$ cat src/rtl/macfilt_pkg.sv
package macfilt_pkg;
  localparam int IDX_W = 11;
  localparam int ADDR_W = 48;
  localparam int WORD_W = 32;
  localparam int TAG_LO_W = WORD_W - 3;

  typedef logic [IDX_W-1:0] idxT;

  typedef struct packed {
    logic [WORD_W-1:0] hi;
    logic [WORD_W-1:0] lo;
  } entryT;

  typedef struct packed {
    logic [WORD_W-1:0]   hi;
    logic [TAG_LO_W-1:0] loTag;
  } keyT;

  typedef struct packed {
    logic load;
    logic advance;
    logic capture;
  } ctlT;

  typedef struct packed {
    logic entryValid;
    logic keyMatch;
    logic lastHop;
  } stsT;

  typedef enum logic [1:0] {ST_IDLE, ST_READ, ST_EVAL} stT;

  // Slot tag layout: low word 31:3 holds {B3[4:0],B2,B1,B0}; high word
  // holds {B5,B4,B3[7:5]} in its low 19 bits.
  function automatic keyT keyOf(input logic [ADDR_W-1:0] a);
    keyT k;
    k.loTag = {a[20:16], a[31:24], a[39:32], a[47:40]};
    k.hi    = {13'd0, a[7:0], a[15:8], a[23:21]};
    return k;
  endfunction
endpackage

$ cat src/rtl/macfilt_hash.sv
module macfilt_hash
  import macfilt_pkg::*;
(
  input  logic [31:4] lowPart,
  input  logic        highBit,
  output idxT         homeIdx
);
  // Bytes 1..3 of the low part are bit-reversed in full; byte 0 only
  // contributes its reversed bits 3:0 to the index.
  logic [31:8] revUpper;
  logic [3:0]  revLow0;
  logic [8:0]  h1, h2, h3;

  generate
    for (genvar g = 1; g < 4; g++) begin : g_byte
      for (genvar b = 0; b < 8; b++) begin : g_bit
        assign revUpper[g*8+b] = lowPart[g*8+7-b];
      end
    end
    for (genvar b = 0; b < 4; b++) begin : g_low
      assign revLow0[b] = lowPart[7-b];
    end
  endgenerate

  assign h1 = {revUpper[14:8], revLow0[1:0]};
  assign h2 = revUpper[23:15];
  assign h3 = {highBit, revUpper[31:24]};
  assign homeIdx = {revLow0[3:2], h1 ^ h2 ^ h3};
endmodule

$ cat src/rtl/macfilt_dp.sv
module macfilt_dp
  import macfilt_pkg::*;
#(
  parameter int HOPS = 12
) (
  input  logic              clk,
  input  logic              rstN,
  input  ctlT               ctl,
  input  logic [ADDR_W-1:0] macAddr,
  input  logic [63:0]       memRdData,
  output idxT               memAddr,
  output stsT               sts,
  output logic              hit,
  output logic              skipFlag,
  output logic              discardFlag
);
  localparam int HOP_W = $clog2(HOPS + 1);

  logic [ADDR_W-1:0] macReg;
  idxT               probeIdx, homeIdx;
  logic [HOP_W-1:0]  hopCnt;
  entryT             rdEntry;
  keyT               key;

  macfilt_hash u_hash (
    .lowPart (macAddr[31:4]),
    .highBit (macAddr[39]),
    .homeIdx (homeIdx)
  );

  assign rdEntry = memRdData;
  assign key     = keyOf(macReg);

  assign sts.entryValid = rdEntry.lo[0];
  assign sts.keyMatch   = (rdEntry.lo[WORD_W-1:3] == key.loTag) && (rdEntry.hi == key.hi);
  assign sts.lastHop    = (hopCnt == HOP_W'(HOPS - 1));
  assign memAddr        = probeIdx;

  always_ff @(posedge clk or negedge rstN) begin
    if (!rstN) begin
      macReg   <= '0;
      probeIdx <= '0;
      hopCnt   <= '0;
    end else if (ctl.load) begin
      macReg   <= macAddr;
      probeIdx <= homeIdx;
      hopCnt   <= '0;
    end else if (ctl.advance) begin
      probeIdx <= probeIdx + 1'b1;
      hopCnt   <= hopCnt + 1'b1;
    end
  end

  always_ff @(posedge clk or negedge rstN) begin
    if (!rstN) begin
      hit         <= 1'b0;
      skipFlag    <= 1'b0;
      discardFlag <= 1'b0;
    end else if (ctl.capture) begin
      hit         <= sts.entryValid && sts.keyMatch;
      skipFlag    <= sts.entryValid && sts.keyMatch && rdEntry.lo[1];
      discardFlag <= sts.entryValid && sts.keyMatch && rdEntry.lo[2];
    end
  end
endmodule

$ cat src/rtl/macfilt_ctrl.sv
module macfilt_ctrl
  import macfilt_pkg::*;
(
  input  logic clk,
  input  logic rstN,
  input  logic lookupStb,
  input  stsT  sts,
  output ctlT  ctl,
  output logic memRdEn,
  output logic done
);
  stT st, stNext;

  always_comb begin
    ctl    = '0;
    stNext = st;
    case (st)
      ST_IDLE: begin
        if (lookupStb) begin
          ctl.load = 1'b1;
          stNext   = ST_READ;
        end
      end
      ST_READ: stNext = ST_EVAL;
      ST_EVAL: begin
        if (!sts.entryValid || sts.keyMatch || sts.lastHop) begin
          ctl.capture = 1'b1;
          stNext      = ST_IDLE;
        end else begin
          ctl.advance = 1'b1;
          stNext      = ST_READ;
        end
      end
      default: stNext = ST_IDLE;
    endcase
  end

  always_ff @(posedge clk or negedge rstN) begin
    if (!rstN) begin
      st   <= ST_IDLE;
      done <= 1'b0;
    end else begin
      st   <= stNext;
      done <= ctl.capture;
    end
  end

  assign memRdEn = (st == ST_READ);
endmodule

$ cat src/rtl/macfilt_top.sv
module macfilt_top
  import macfilt_pkg::*;
#(
  parameter int HOPS = 12
) (
  input  logic        clk,
  input  logic        rstN,
  input  logic        lookupStb,
  input  logic [47:0] macAddr,
  output logic        memRdEn,
  output logic [10:0] memAddr,
  input  logic [63:0] memRdData,
  output logic        done,
  output logic        hit,
  output logic        skipFlag,
  output logic        discardFlag
);
  ctlT ctl;
  stsT sts;

  macfilt_ctrl u_ctrl (
    .clk       (clk),
    .rstN      (rstN),
    .lookupStb (lookupStb),
    .sts       (sts),
    .ctl       (ctl),
    .memRdEn   (memRdEn),
    .done      (done)
  );

  macfilt_dp #(.HOPS(HOPS)) u_dp (
    .clk         (clk),
    .rstN        (rstN),
    .ctl         (ctl),
    .macAddr     (macAddr),
    .memRdData   (memRdData),
    .memAddr     (memAddr),
    .sts         (sts),
    .hit         (hit),
    .skipFlag    (skipFlag),
    .discardFlag (discardFlag)
  );
endmodule

$ cat config.mk
export PLATFORM = sky130hd
export DESIGN_NAME = macfilt_top
export DESIGN_NICKNAME = d
export VERILOG_FILES = /design/src/rtl/macfilt_pkg.sv /design/src/rtl/macfilt_hash.sv /design/src/rtl/macfilt_dp.sv /design/src/rtl/macfilt_ctrl.sv /design/src/rtl/macfilt_top.sv
export SDC_FILE = /design/constraint.sdc
export NUM_CORES = 1
export LEC_CHECK = 0
export BUFFER_PORTS_ARGS = -buffer_cell sky130_fd_sc_hd__buf_4
export CAP_MARGIN = 10
export CORE_ASPECT_RATIO = 1.4
export CORE_MARGIN = 2
export CORE_UTILIZATION = 50
export DETAILED_ROUTE_END_ITERATION = 6
export GPL_ROUTABILITY_DRIVEN = 0
export GPL_TIMING_DRIVEN = 0
export PLACE_DENSITY_LB_ADDON = 0.05
export SLEW_MARGIN = 20
export SYNTH_ARGS = -nofsm -noshare
export SYNTH_HDL_FRONTEND = slang
export SYNTH_SLANG_ARGS = --single-unit
$ cat constraint.sdc
create_clock -name clk -period 2.4 [get_ports clk]
set_clock_uncertainty 0.15 [all_clocks]
set_input_delay 0.72 -clock clk [delete_from_list [all_inputs] [get_ports clk]]
set_output_delay 0.72 -clock clk [all_outputs]
set_load 0.02 [all_outputs]
# Yosys cells after proc, flatten, opt, wreduce, memory -nomap -nowiden
# Index checks and enable logic that the tools add are counted.
op_classes:
  add_sub_neg: 2
  mul: 0
  div: 0
  order_cmp: 0
  eq_ne: 6
  shifts: 0
  mux: 12
  bitwise: 2
  n_reduce_logical: 9
ops:
  columns: ["operator", "n"]
  rows:
  - ["$eq 32x19->1", 1]
  - ["$eq 29x29->1", 1]
  - ["$mux 11", 2]
  - ["$xor 9x9->9", 2]
  - ["$add 11x1->11 const B", 1]
  - ["$mux 4", 2]
  - ["$pmux 2 s3", 1]
  - ["$mux 1", 5]
  - ["$add 4x1->4 const B", 1]
  - ["$eq 4x4->1 const B", 1]
  - ["$logic_and 1x1->1", 4]
  - ["$mux 2", 2]
  - ["$eq 2x1->1 const B", 1]
  - ["$eq 2x2->1 const B", 1]
  - ["$logic_not 2->1", 1]
  - ["$logic_or 1x1->1", 2]
  - ["$ne 2x2->1 const B", 1]
  - ["$reduce_bool 2->1", 1]
  - ["$logic_not 1->1", 1]
word_totals:
  reg_bits: 69
  latch_bits: 0
  mem_bits_rw: 0
  rom_bits: 0
  in_bits: 115
  out_inout_bits: 16
  word_cells: 39
  mem_count: 0

# Depth between registers and ports, before layout
# Gate-level depths: netlist of run 1.
depth:
  ltp_word: 8
  depth_mapped: 9
  depth_no_buf: 7

# Hierarchy
# Synthesis of run 1 repeated with hierarchy kept, for this count alone.
hier_totals:
  cells_unflattened: 292
  area_unflattened_um2: 3587.2
by_module_without_submodules:
  columns: ["module", "instances", "cells_each", "area_each_um2", "seq_area_each_um2"]
  rows:
  - ["macfilt_dp", 1, 270, 3228.1, 1651.6]
  - ["macfilt_hash", 1, 11, 229.0, 0.0]
  - ["macfilt_ctrl", 1, 11, 130.1, 75.1]

# Worst setup path after synthesis of run 1
# No wires, ideal clock.
synth_path:
  path_kind: "input to register"
  start: "input port memRdData[53]"
  end: "register u_dp.probeIdx[6], in the netlist u_dp.memAddr[6]"
  setup_ns: 0.124
  t_arrival_ns: 2.332
  required_time_ns: 2.126
  slack_ns: -0.206
  cell_stages: 6
  path_buffers: 0
  cell_sequence: "or4_4 > nor4_4 > nand4_4 > o21ai_2 > nor3_1 > o31a_1"
synth_between:
  elab_chain_cells: 7
synth_rtl:
  columns: ["item", "line_no", "source"]
  rows:
  - ["start: declaration", "macfilt_top.sv:12", "input logic [63:0] memRdData,"]
  - ["$eq 32x19->1", "macfilt_dp.sv:35", "assign sts.keyMatch = (rdEntry.lo[WORD_W-1:3] == key.loTag) && (rdEntry.hi == key.hi);"]
  - ["$logic_and 1x1->1", "macfilt_dp.sv:35", null]
  - ["$logic_or 1x1->1 (2 in series)", "macfilt_ctrl.sv:26", "if (!sts.entryValid || sts.keyMatch || sts.lastHop) begin"]
  - ["$mux 1", "macfilt_ctrl.sv:26", null]
  - ["$mux 2", "macfilt_ctrl.sv:17", "case (st)"]
  - ["$reduce_bool 2->1 (no source line)", null, null]
  - ["end signal: assignment", "macfilt_dp.sv:46", "probeIdx <= homeIdx;"]
  - ["end signal: assignment", "macfilt_dp.sv:49", "probeIdx <= probeIdx + 1'b1;"]
  - ["end: declaration", "macfilt_dp.sv:20", "idxT probeIdx, homeIdx;"]
# Every way passes these cells.
# A chain may end at the register's enable or synchronous reset.

# Final worst setup path of run 1
layout_path:
  start: "input port memRdData[52]"
  end: "register u_dp.probeIdx[0], in the netlist u_dp.memAddr[0]"
# The elaborated chain is that of the path after synthesis.

==> results of run 1 <==
-- worst reg2reg max path: stages (launching register included) --
cell,delay (ns)
dfrtp_1,0.41
xor2_2,0.18
nor4_2,0.30
nand4_1,0.14
or3_4,0.47
o211ai_4,0.33
o22ai_2,0.12
a31o_1,0.21
-- cell usage in the layout, fill, tap and decap left out, drive strengths merged, types with 3 or more instances in the layout --
cell | Yosys | layout
or3 | 3 | 3
nor2 | 5 | 5
nor3 | 4 | 4
nand4 | 9 | 9
nand2 | 155 | 155
xor2 | 30 | 30
inv | 8 | 8
dfrtp | 69 | 69
nor4 | 10 | 10
o21ai | 10 | 10
clkbuf | 11 | 23
xnor2 | 39 | 39
buf | 4 | 139
a31oi | 3 | 3
o211ai | 4 | 5
nand3 | 7 | 7
-- where the power goes --
part	leakage (uW)	total, uW	internal (uW)	switching, uW
logic	0.00155	2060	916	1150
registers	0.000854	2110	1680	434
clock network	0.000116	1090	639	449
-- synthesized netlist by cell type, types with 2 or more instances --
library cell  count  area (um^2)
a31oi_1           3         18.8
buf_2             2         10.0
clkbuf_1         11         41.3
dfrtp_1          69         1730
ha_1              2         25.0
inv_1             8         30.0
nand2_1         155          582
nand3_1           7         35.0
nand4_1           8         50.1
nor2_1            5         18.8
nor2b_1           2         12.5
nor3_1            4         20.0
nor4_1            9         56.3
o211a_1           2         20.0
o211ai_1          3         22.5
o21ai_0           9         45.0
o22ai_1           2         12.5
o2bb2ai_1         2         17.5
o31ai_1           2         15.0
or3_1             3         18.8
xnor2_1          39          342
xor2_1           30          263
-- flip-flops by register name, indices dropped and copies added (netlist names) --
name	cells
u_dp.hopCnt	4
u_dp.macReg	48
u_dp.memAddr	11
u_dp.discardFlag	1
u_ctrl.st	2
u_dp.hit	1
u_dp.skipFlag	1
u_ctrl.done	1
-- cells by family (layout without fill, tap and decap cells) --
family,Yosys count,count (layout),share of synthesized area (%)
and+or+nand+nor,203,203,24.9
xor gates and xnor gates,69,69,16.7
DFF,69,69,47.8
AOI/OAI and AO/OA,33,34,6.93
buffers and inverters,23,174,2.67
adders and majority gates,2,2,0.692
muxes,1,1,0.277
-- layout make-up --
type | count | area share [%]
Timing Repair Buffer | 136 | 20.4
Inverter | 8 | 0.590
Sequential cell | 69 | 33.9
Clock buffer | 12 | 3.05
Multi-Input combinational cell | 309 | 37.1
Tap cell | 95 | 2.34
Clock inverter | 4 | 1.38
Buffer | 14 | 1.20
-- timing repair --
action / 4_1_cts / 5_1_grt
setup endpoints to repair: 17 / 19
pin swaps: 9 / 11
hold endpoints to repair: 0 / 0
gates cloned: 2 / 0
buffers inserted: 3 / 2
gates resized for setup: 10 / 10
hold buffers: 0 / 0
-- through the flow --
stage,hold WS [ns],cell area (um^2),util [%],std cells
after floorplan,0.274,3630,-,400
after global placement,0.322,4730,67.7,625
after detailed placement,0.325,4730,67.7,625
after CTS,0.346,5040,72.2,646
after global routing,0.353,5090,72.9,647
final,0.324,5090,72.9,647
-- metal layers --
layer	up-vias	GRT usage (%)	wire length (um)
li1	1600	-	-
met1	1546	33.0	3730
met2	137	44.3	5140
met3	19	7.14	737
met4	0	10.3	273
met5	-	0	0
-- how the worst max path moves through the flow --
stage	to	slack, ns	cells past startpoint
2_1_floorplan	u_dp.memAddr[0]	-0.17	6
3_3_place_gp	u_dp.hopCnt[2]	-0.53	10
3_5_place_dp	u_dp.hopCnt[2]	-0.56	10
4_1_cts	u_dp.hit	-0.06	8
5_1_grt	u_dp.memAddr[0]	-0.16	7
6_report	u_dp.memAddr[0]	-0.09	7
==> run summary, run 1 <==
number of port buffers -> 130
Yosys warnings -> 0
core area -> 6980 um^2
DRC -> 0
Leakage -> 0.00252 uW
cells along the critical path -> buf_4 -> or4_4 -> nor4_4 -> nand4_4 -> o211ai_4 -> o22ai_2 -> a31o_1
post-DR wirelength/cell -> 15.3 um
drt first pass iters -> 5
final setup violation count -> 14
Slew @ Worst Pin -> 0.899 ns
final antenna-violating net count -> 0
vias in the first global route -> 3,436
All-Layer GR Usage -> 27.0%
I/O pin count -> 131
Initial Utilization -> 51.8%
GRT overflow -> 0
fill count -> 569
Yosys reg bits -> 69
element type at the critical path end -> flip-flop
CP Buf/Inv Count -> 1
area of the multi-input gates -> 1890 um^2
share of layout cells above drive strength 1 -> 31.7%
fin. max-slew vios -> 0
power per standard cell area -> 1030 nW/um^2
Max Clk Rate -> 402 MHz
CP max stage delay -> 0.51 ns
CP max-delay cell -> or4_4
Post-synth EDFFs -> 0
row count -> 36
reg2reg start -> u_dp.macReg[39]
Sink Count -> 69
Die H -> 105 um
DRT Wirelength -> 9.88 mm
status -> finished, violations left
Largest delay share family, worst path -> simple AND/OR/NAND/NOR gates
Hold Fails Final Rpt -> 0
DP HPWL -> 7.37 mm
register area -> 1730 um^2
area grow syn2layout -> 40.8%
via count -> 3,302
final setup TNS -> -0.772 ns
Reg2Reg Depth -> 7
max_cap viols -> 0
crit share post-route -> 104%
nets@finish -> 664
Slew headroom -> 40.1%
CTS Buf Count -> 9
CTS tree -> yes
die area -> 7930 um^2
Worst R2R End -> u_dp.memAddr[0]
failing checks -> setup timing
R2R Setup Slk -> -0.01 ns
Worst EP arrival -> 2.58 ns
worst endpoint required time -> 2.49 ns
Clock Tree Buf Depth -> 2
Yosys cell types -> 45
global-route wire length before repair -> 16.1 mm
final worst slack -> -0.0883 ns
later-pin clock latency in the skew report -> 0.35 ns
register area share after synthesis -> 47.8%
Tightest Hold Check Type -> in2async
total power -> 5260 uW
ANT cells -> 0
initial antenna violation count -> 0
Reg clk slew, reported paths -> 0.07 ns
Mapped Area -> 3610 um^2
dpl ws -> -0.562 ns
post-layout min period -> 2.49 ns
Crit Path Class -> in2reg
Avg Cell Area, Syn -> 9.03 um^2
crit-path max FO -> 6
Critical Path Start Type -> input port
Die Wd -> 75.8 um
DRT iter0 DRCs -> 208
Syn Nets -> 517
number of H-tree levels -> 3
Synth Instances -> 400
unrepaired setup endpoints after global routing -> yes
largest net degree at the start of global routing -> 70
ys flop type -> dfrtp_1
Worst VDD drop -> 0.557 mV
Root Buffer -> clkbuf_8
Crit. Startpoint -> memRdData[52]
Synth async-reset ratio -> 100%
vias per cell -> 5.10
No activity file was read; power rests on OpenSTA's default activity.
==> run 2, diff against run 1 <==
Settings changed: CORE_UTILIZATION 50 to 45.
Clock period 2.4 ns to 2 ns, I/O delays scaled along.
==> run summary, run 2 (synthesis results as in run 1) <==
status -> finished, violations left
failing checks -> setup timing
GRT overflow -> 0
later-pin clock latency in the skew report -> 0.34 ns
Worst R2R End -> u_dp.hopCnt[2]
All-Layer GR Usage -> 24.1%
CP max-delay cell -> dfrtp_1
CTS tree -> yes
clock share of power -> 19.0%
reg2reg start -> u_dp.macReg[14]
vias per cell -> 5.00
I/O pin count -> 131
drt first pass iters -> 5
DRT Wirelength -> 9.97 mm
nets@finish -> 661
area grow syn2layout -> 39.3%
commonest non-fill, non-tap cell in the layout -> nand2_1
via count -> 3,237
worst endpoint required time -> 2.10 ns
Cell Count, Final, Fillers Out -> 647
Leakage -> 0.00252 uW
initial antenna violation count -> 0
DP HPWL -> 7.50 mm
Int Pwr -> 3770 uW
global-route wire length before repair -> 15.7 mm
max_cap viols -> 0
Crit Path Class -> reg2reg
Gate power share -> 40.0%
row count -> 38
Initial Utilization -> 46.6%
vias in the first global route -> 3,348
die area -> 8770 um^2
Slew @ Worst Pin -> 0.891 ns
hold buffer count at CTS -> 0
DRC -> 0
commonest cells after routing, fill and taps aside -> nand2_1, buf_4, dfrtp_1
Worst VDD drop -> 0.805 mV
Die Wd -> 79.7 um
R2R Setup Slk -> -0.40 ns
Clock Tree Buf Depth -> 2
fin. max-slew vios -> 0
core area -> 7750 um^2
Worst EP arrival -> 2.49 ns
post-layout min period -> 2.40 ns
Top reg by flops -> u_dp.macReg
Slew headroom -> 40.6%
most numerous cell on the critical path -> buf_6
Reg clk slew, reported paths -> 0.08 ns
DRT iter0 DRCs -> 165
unrepaired setup endpoints after global routing -> yes
number of port buffers -> 130
CTS Buf Count -> 9
share of layout cells above drive strength 1 -> 32.2%
final worst slack -> -0.397 ns
NetSw -> 2390 uW
post-DR wirelength/cell -> 15.4 um
Hold Fails Final Rpt -> 0
largest net degree at the start of global routing -> 70
crit-path max FO -> 6
dpl ws -> -0.892 ns
cells along the critical path -> xor2_1 -> nor4_2 -> nand4_1 -> or3_1 -> buf_6 -> o211ai_4 -> buf_6 -> o211ai_1 -> o31ai_1
max FFs per register -> 48
number of H-tree levels -> 3
CP max stage delay -> 0.41 ns
Reg2Reg Depth -> 9
element type at the critical path end -> flip-flop
final setup violation count -> 20
Root Buffer -> clkbuf_8
Sink Count -> 69
Largest delay share family, worst path -> simple AND/OR/NAND/NOR gates
crit share post-route -> 120%
sw frac -> 38.8%
power per standard cell area -> 1220 nW/um^2
Critical Path Start Type -> flip-flop
Max Clk Rate -> 417 MHz
ANT cells -> 0
Placed Cells -> 630
Sequential Power Share -> 41.0%
final antenna-violating net count -> 0
Die H -> 110 um
fill count -> 691
Tightest Hold Check Type -> in2async
CP Buf/Inv Count -> 2
## run 2: cell type report
class	count	area (um^2)	area share (%)
buffer	15	80.1	1.59
timing repair buffer	132	991	19.7
clock buffer	13	169	3.35
inverter	8	30.0	0.596
multi-input combinational	309	1880	37.4
sequential	69	1730	34.3
tap	100	125	2.49
clock inverter	1	30.0	0.596
## run 2: repair_timing
| action | in CTS | in global routing |
|---|---|---|
| setup buffers | 1 | 0 |
| endpoints found under the setup margin | 30 | 66 |
| hold endpoints to repair | 0 | 0 |
| pin swaps | 9 | 5 |
| resized for setup | 10 | 17 |
| cloned | 2 | 0 |
## run 2: stage by stage
stage                     TNS (ns)  hold WS [ns]  power, uW  cell area, um^2  utilization, %
after global routing         -8.74         0.293       6610             5030            65.0
after floorplan              -7.40         0.154       4020             3630               -
final                        -6.81         0.223       6170             5030            65.0
after detailed placement    -26.67         0.325       4940             4730            61.1
after global placement      -25.93         0.323       4870             4730            61.1
after CTS                    -6.72         0.248       6180             5000            64.5
## run 2: worst max path at each step
stage                               start              end  slack [ns]  depth (start not counted)
final                     u_dp.macReg[14]   u_dp.hopCnt[2]       -0.40                          9
after floorplan             memRdData[53]  u_dp.memAddr[0]       -0.45                          6
after global placement      memRdData[18]   u_dp.hopCnt[2]       -0.86                         10
after detailed placement    memRdData[18]   u_dp.hopCnt[2]       -0.89                         10
after CTS                 u_dp.macReg[14]   u_dp.hopCnt[2]       -0.40                          9
after global routing      u_dp.macReg[14]   u_dp.hopCnt[2]       -0.49                          9
## run 2: routing by layer
layer / GRT usage [%] / vias to the layer above / routed length (um)
met4: 13.4 / 0 / 349
met1: 26.8 / 1509 / 3830
li1: - / 1596 / -
met2: 42.6 / 110 / 5170
met5: 0 / - / 0
met3: 5.29 / 22 / 621
## run 2: power by group through the flow
stage | sequential [uW] | clock, uW | combinational [uW]
global route | 2600 | 1260 | 2750
floorplan | 2560 | 0 | 1460
detailed placement | 2550 | 0 | 2390
finish | 2530 | 1170 | 2470
CTS | 2530 | 1190 | 2460
global placement | 2520 | 0 | 2340
## run 2: worst reg2reg max path: stages, from the launching register on
cell and delay, ns:
dfrtp_1 0.41, xor2_1 0.18, nor4_2 0.31, nand4_1 0.19, or3_1 0.36, buf_6 0.15, o211ai_4 0.25, buf_6 0.16
o211ai_1 0.08, o31ai_1 0.08
==> run 3, diff against run 2 <==
Settings changed: SKIP_CTS_REPAIR_TIMING from default to 1.
==> run summary, run 3 (synthesis results as in run 1) <==
Hold Fails Final Rpt -> 0
crit-path max FO -> 6
later-pin clock latency in the skew report -> 0.35 ns
crit share post-route -> 121%
Root Buffer -> clkbuf_8
number of H-tree levels -> 3
nets@finish -> 664
most numerous cell on the critical path -> buf_6
share of layout cells above drive strength 1 -> 32.7%
CP max stage delay -> 0.39 ns
Tightest Hold Check Type -> in2async
Cell Count, Final, Fillers Out -> 650
post-layout min period -> 2.41 ns
Reg2Reg Depth -> 9
status -> finished, violations left
drt first pass iters -> 4
clock share of power -> 18.9%
Worst EP arrival -> 2.51 ns
Setup crit end -> u_dp.hopCnt[2]
Initial Utilization -> 46.6%
sw frac -> 38.8%
Worst VDD drop -> 0.805 mV
cells along the critical path -> xor2_1 -> nor4_2 -> nand4_1 -> or3_1 -> buf_6 -> o211ai_4 -> buf_6 -> o211ai_1 -> o31ai_1
Leakage -> 0.00254 uW
max FFs per register -> 48
Fin Hold WS -> 0.231 ns
global-route wire length before repair -> 15.5 mm
number of port buffers -> 130
failing checks -> setup timing
power per standard cell area -> 1230 nW/um^2
final worst slack -> -0.411 ns
core area -> 7750 um^2
unrepaired setup endpoints after global routing -> yes
Die Wd -> 79.7 um
Reg clk slew, reported paths -> 0.08 ns
ANT cells -> 0
I/O pin count -> 131
Die H -> 110 um
vias per cell -> 4.97
Crit Path Class -> reg2reg
die area -> 8770 um^2
row count -> 38
All-Layer GR Usage -> 23.7%
post-DR wirelength/cell -> 15.5 um
fin. max-slew vios -> 0
CTS Buf Count -> 9
Sink Count -> 69
via count -> 3,232
worst endpoint required time -> 2.10 ns
element type at the critical path end -> flip-flop
Slew headroom -> 40.2%
DRC -> 0
R2R Setup Slk -> -0.41 ns
Sequential Power Share -> 40.7%
DRT Wirelength -> 10.1 mm
Max Clk Rate -> 415 MHz
final setup violation count -> 20
Core Util, Final -> 65.3%
GRT overflow -> 0
Clock Tree Buf Depth -> 2
Gate power share -> 40.4%
Int Pwr -> 3810 uW
NetSw -> 2410 uW
Crit. Startpoint -> u_dp.macReg[6]
commonest cells after routing, fill and taps aside -> nand2_1, buf_4, dfrtp_1
largest net degree at the start of global routing -> 70
DRT iter0 DRCs -> 142
CP max-delay cell -> dfrtp_1
Slew @ Worst Pin -> 0.898 ns
CTS tree -> yes
reg2reg start -> u_dp.macReg[6]
vias in the first global route -> 3,303
area grow syn2layout -> 40.0%
commonest non-fill, non-tap cell in the layout -> nand2_1
initial antenna violation count -> 0
Placed Cells -> 630
max_cap viols -> 0
final antenna-violating net count -> 0
Worst R2R End -> u_dp.hopCnt[2]
Critical Path Start Type -> flip-flop
Top reg by flops -> u_dp.macReg
DP HPWL -> 7.50 mm
total power -> 6220 uW
==> run 3: worst min-delay path by stage <==
stage,cells after the start,startpoint,slack (ns),end
2_1_floorplan,0,rstN,0.15,u_ctrl.done
3_3_place_gp,1,u_ctrl.st[1],0.32,u_ctrl.st[1]
3_5_place_dp,1,u_dp.discardFlag,0.32,u_dp.discardFlag
4_1_cts,1,rstN,0.25,u_dp.hopCnt[3]
5_1_grt,3,macAddr[43],0.29,u_dp.macReg[43]
6_report,1,rstN,0.23,u_dp.hopCnt[3]
==> run 3: layout make-up <==
type / instances / area, um^2
clock buffers: 13 / 169
multi-input cells: 309 / 1880
plain buffers: 15 / 81.3
flip-flops and latches: 69 / 1730
repair buffers: 135 / 1010
inverters: 8 / 30.0
fillers: 694 / 2690
clock inverters: 1 / 30.0
well taps: 100 / 125
==> run 3: power groups by stage <==
stage / clock [uW] / sequential (uW) / combinational, uW
floorplan: 0 / 2560 / 1460
global placement: 0 / 2520 / 2340
detailed placement: 0 / 2550 / 2390
CTS: 1190 / 2520 / 2420
global route: 1260 / 2600 / 2800
finish: 1180 / 2530 / 2520
==> run 3: layer usage <==
metal	wire length, um	global-route usage (%)
met1	3860	26.4
met5	0	0
met4	301	12.8
met2	5230	42.1
met3	676	5.13
==> run 3: stage by stage <==
stage          cell area [um^2]  TNS (ns)  setup WS (ns)
5_1_grt                    5060     -8.63         -0.491
6_report                   5060     -6.83         -0.411
2_1_floorplan              3630     -7.40         -0.450
3_3_place_gp               4730    -25.93         -0.858
4_1_cts                    4930    -11.09         -0.591
3_5_place_dp               4730    -26.67         -0.892
==> run 3: critical path, delay by kind of cell, from the launching register on <==
family,cells,cell delay [ns]
AO/OA/AOI/OAI,3,0.42
buffers and inverters,2,0.32
XOR/XNOR,1,0.15
AND/OR/NAND/NOR,3,0.88
flip-flops,1,0.39
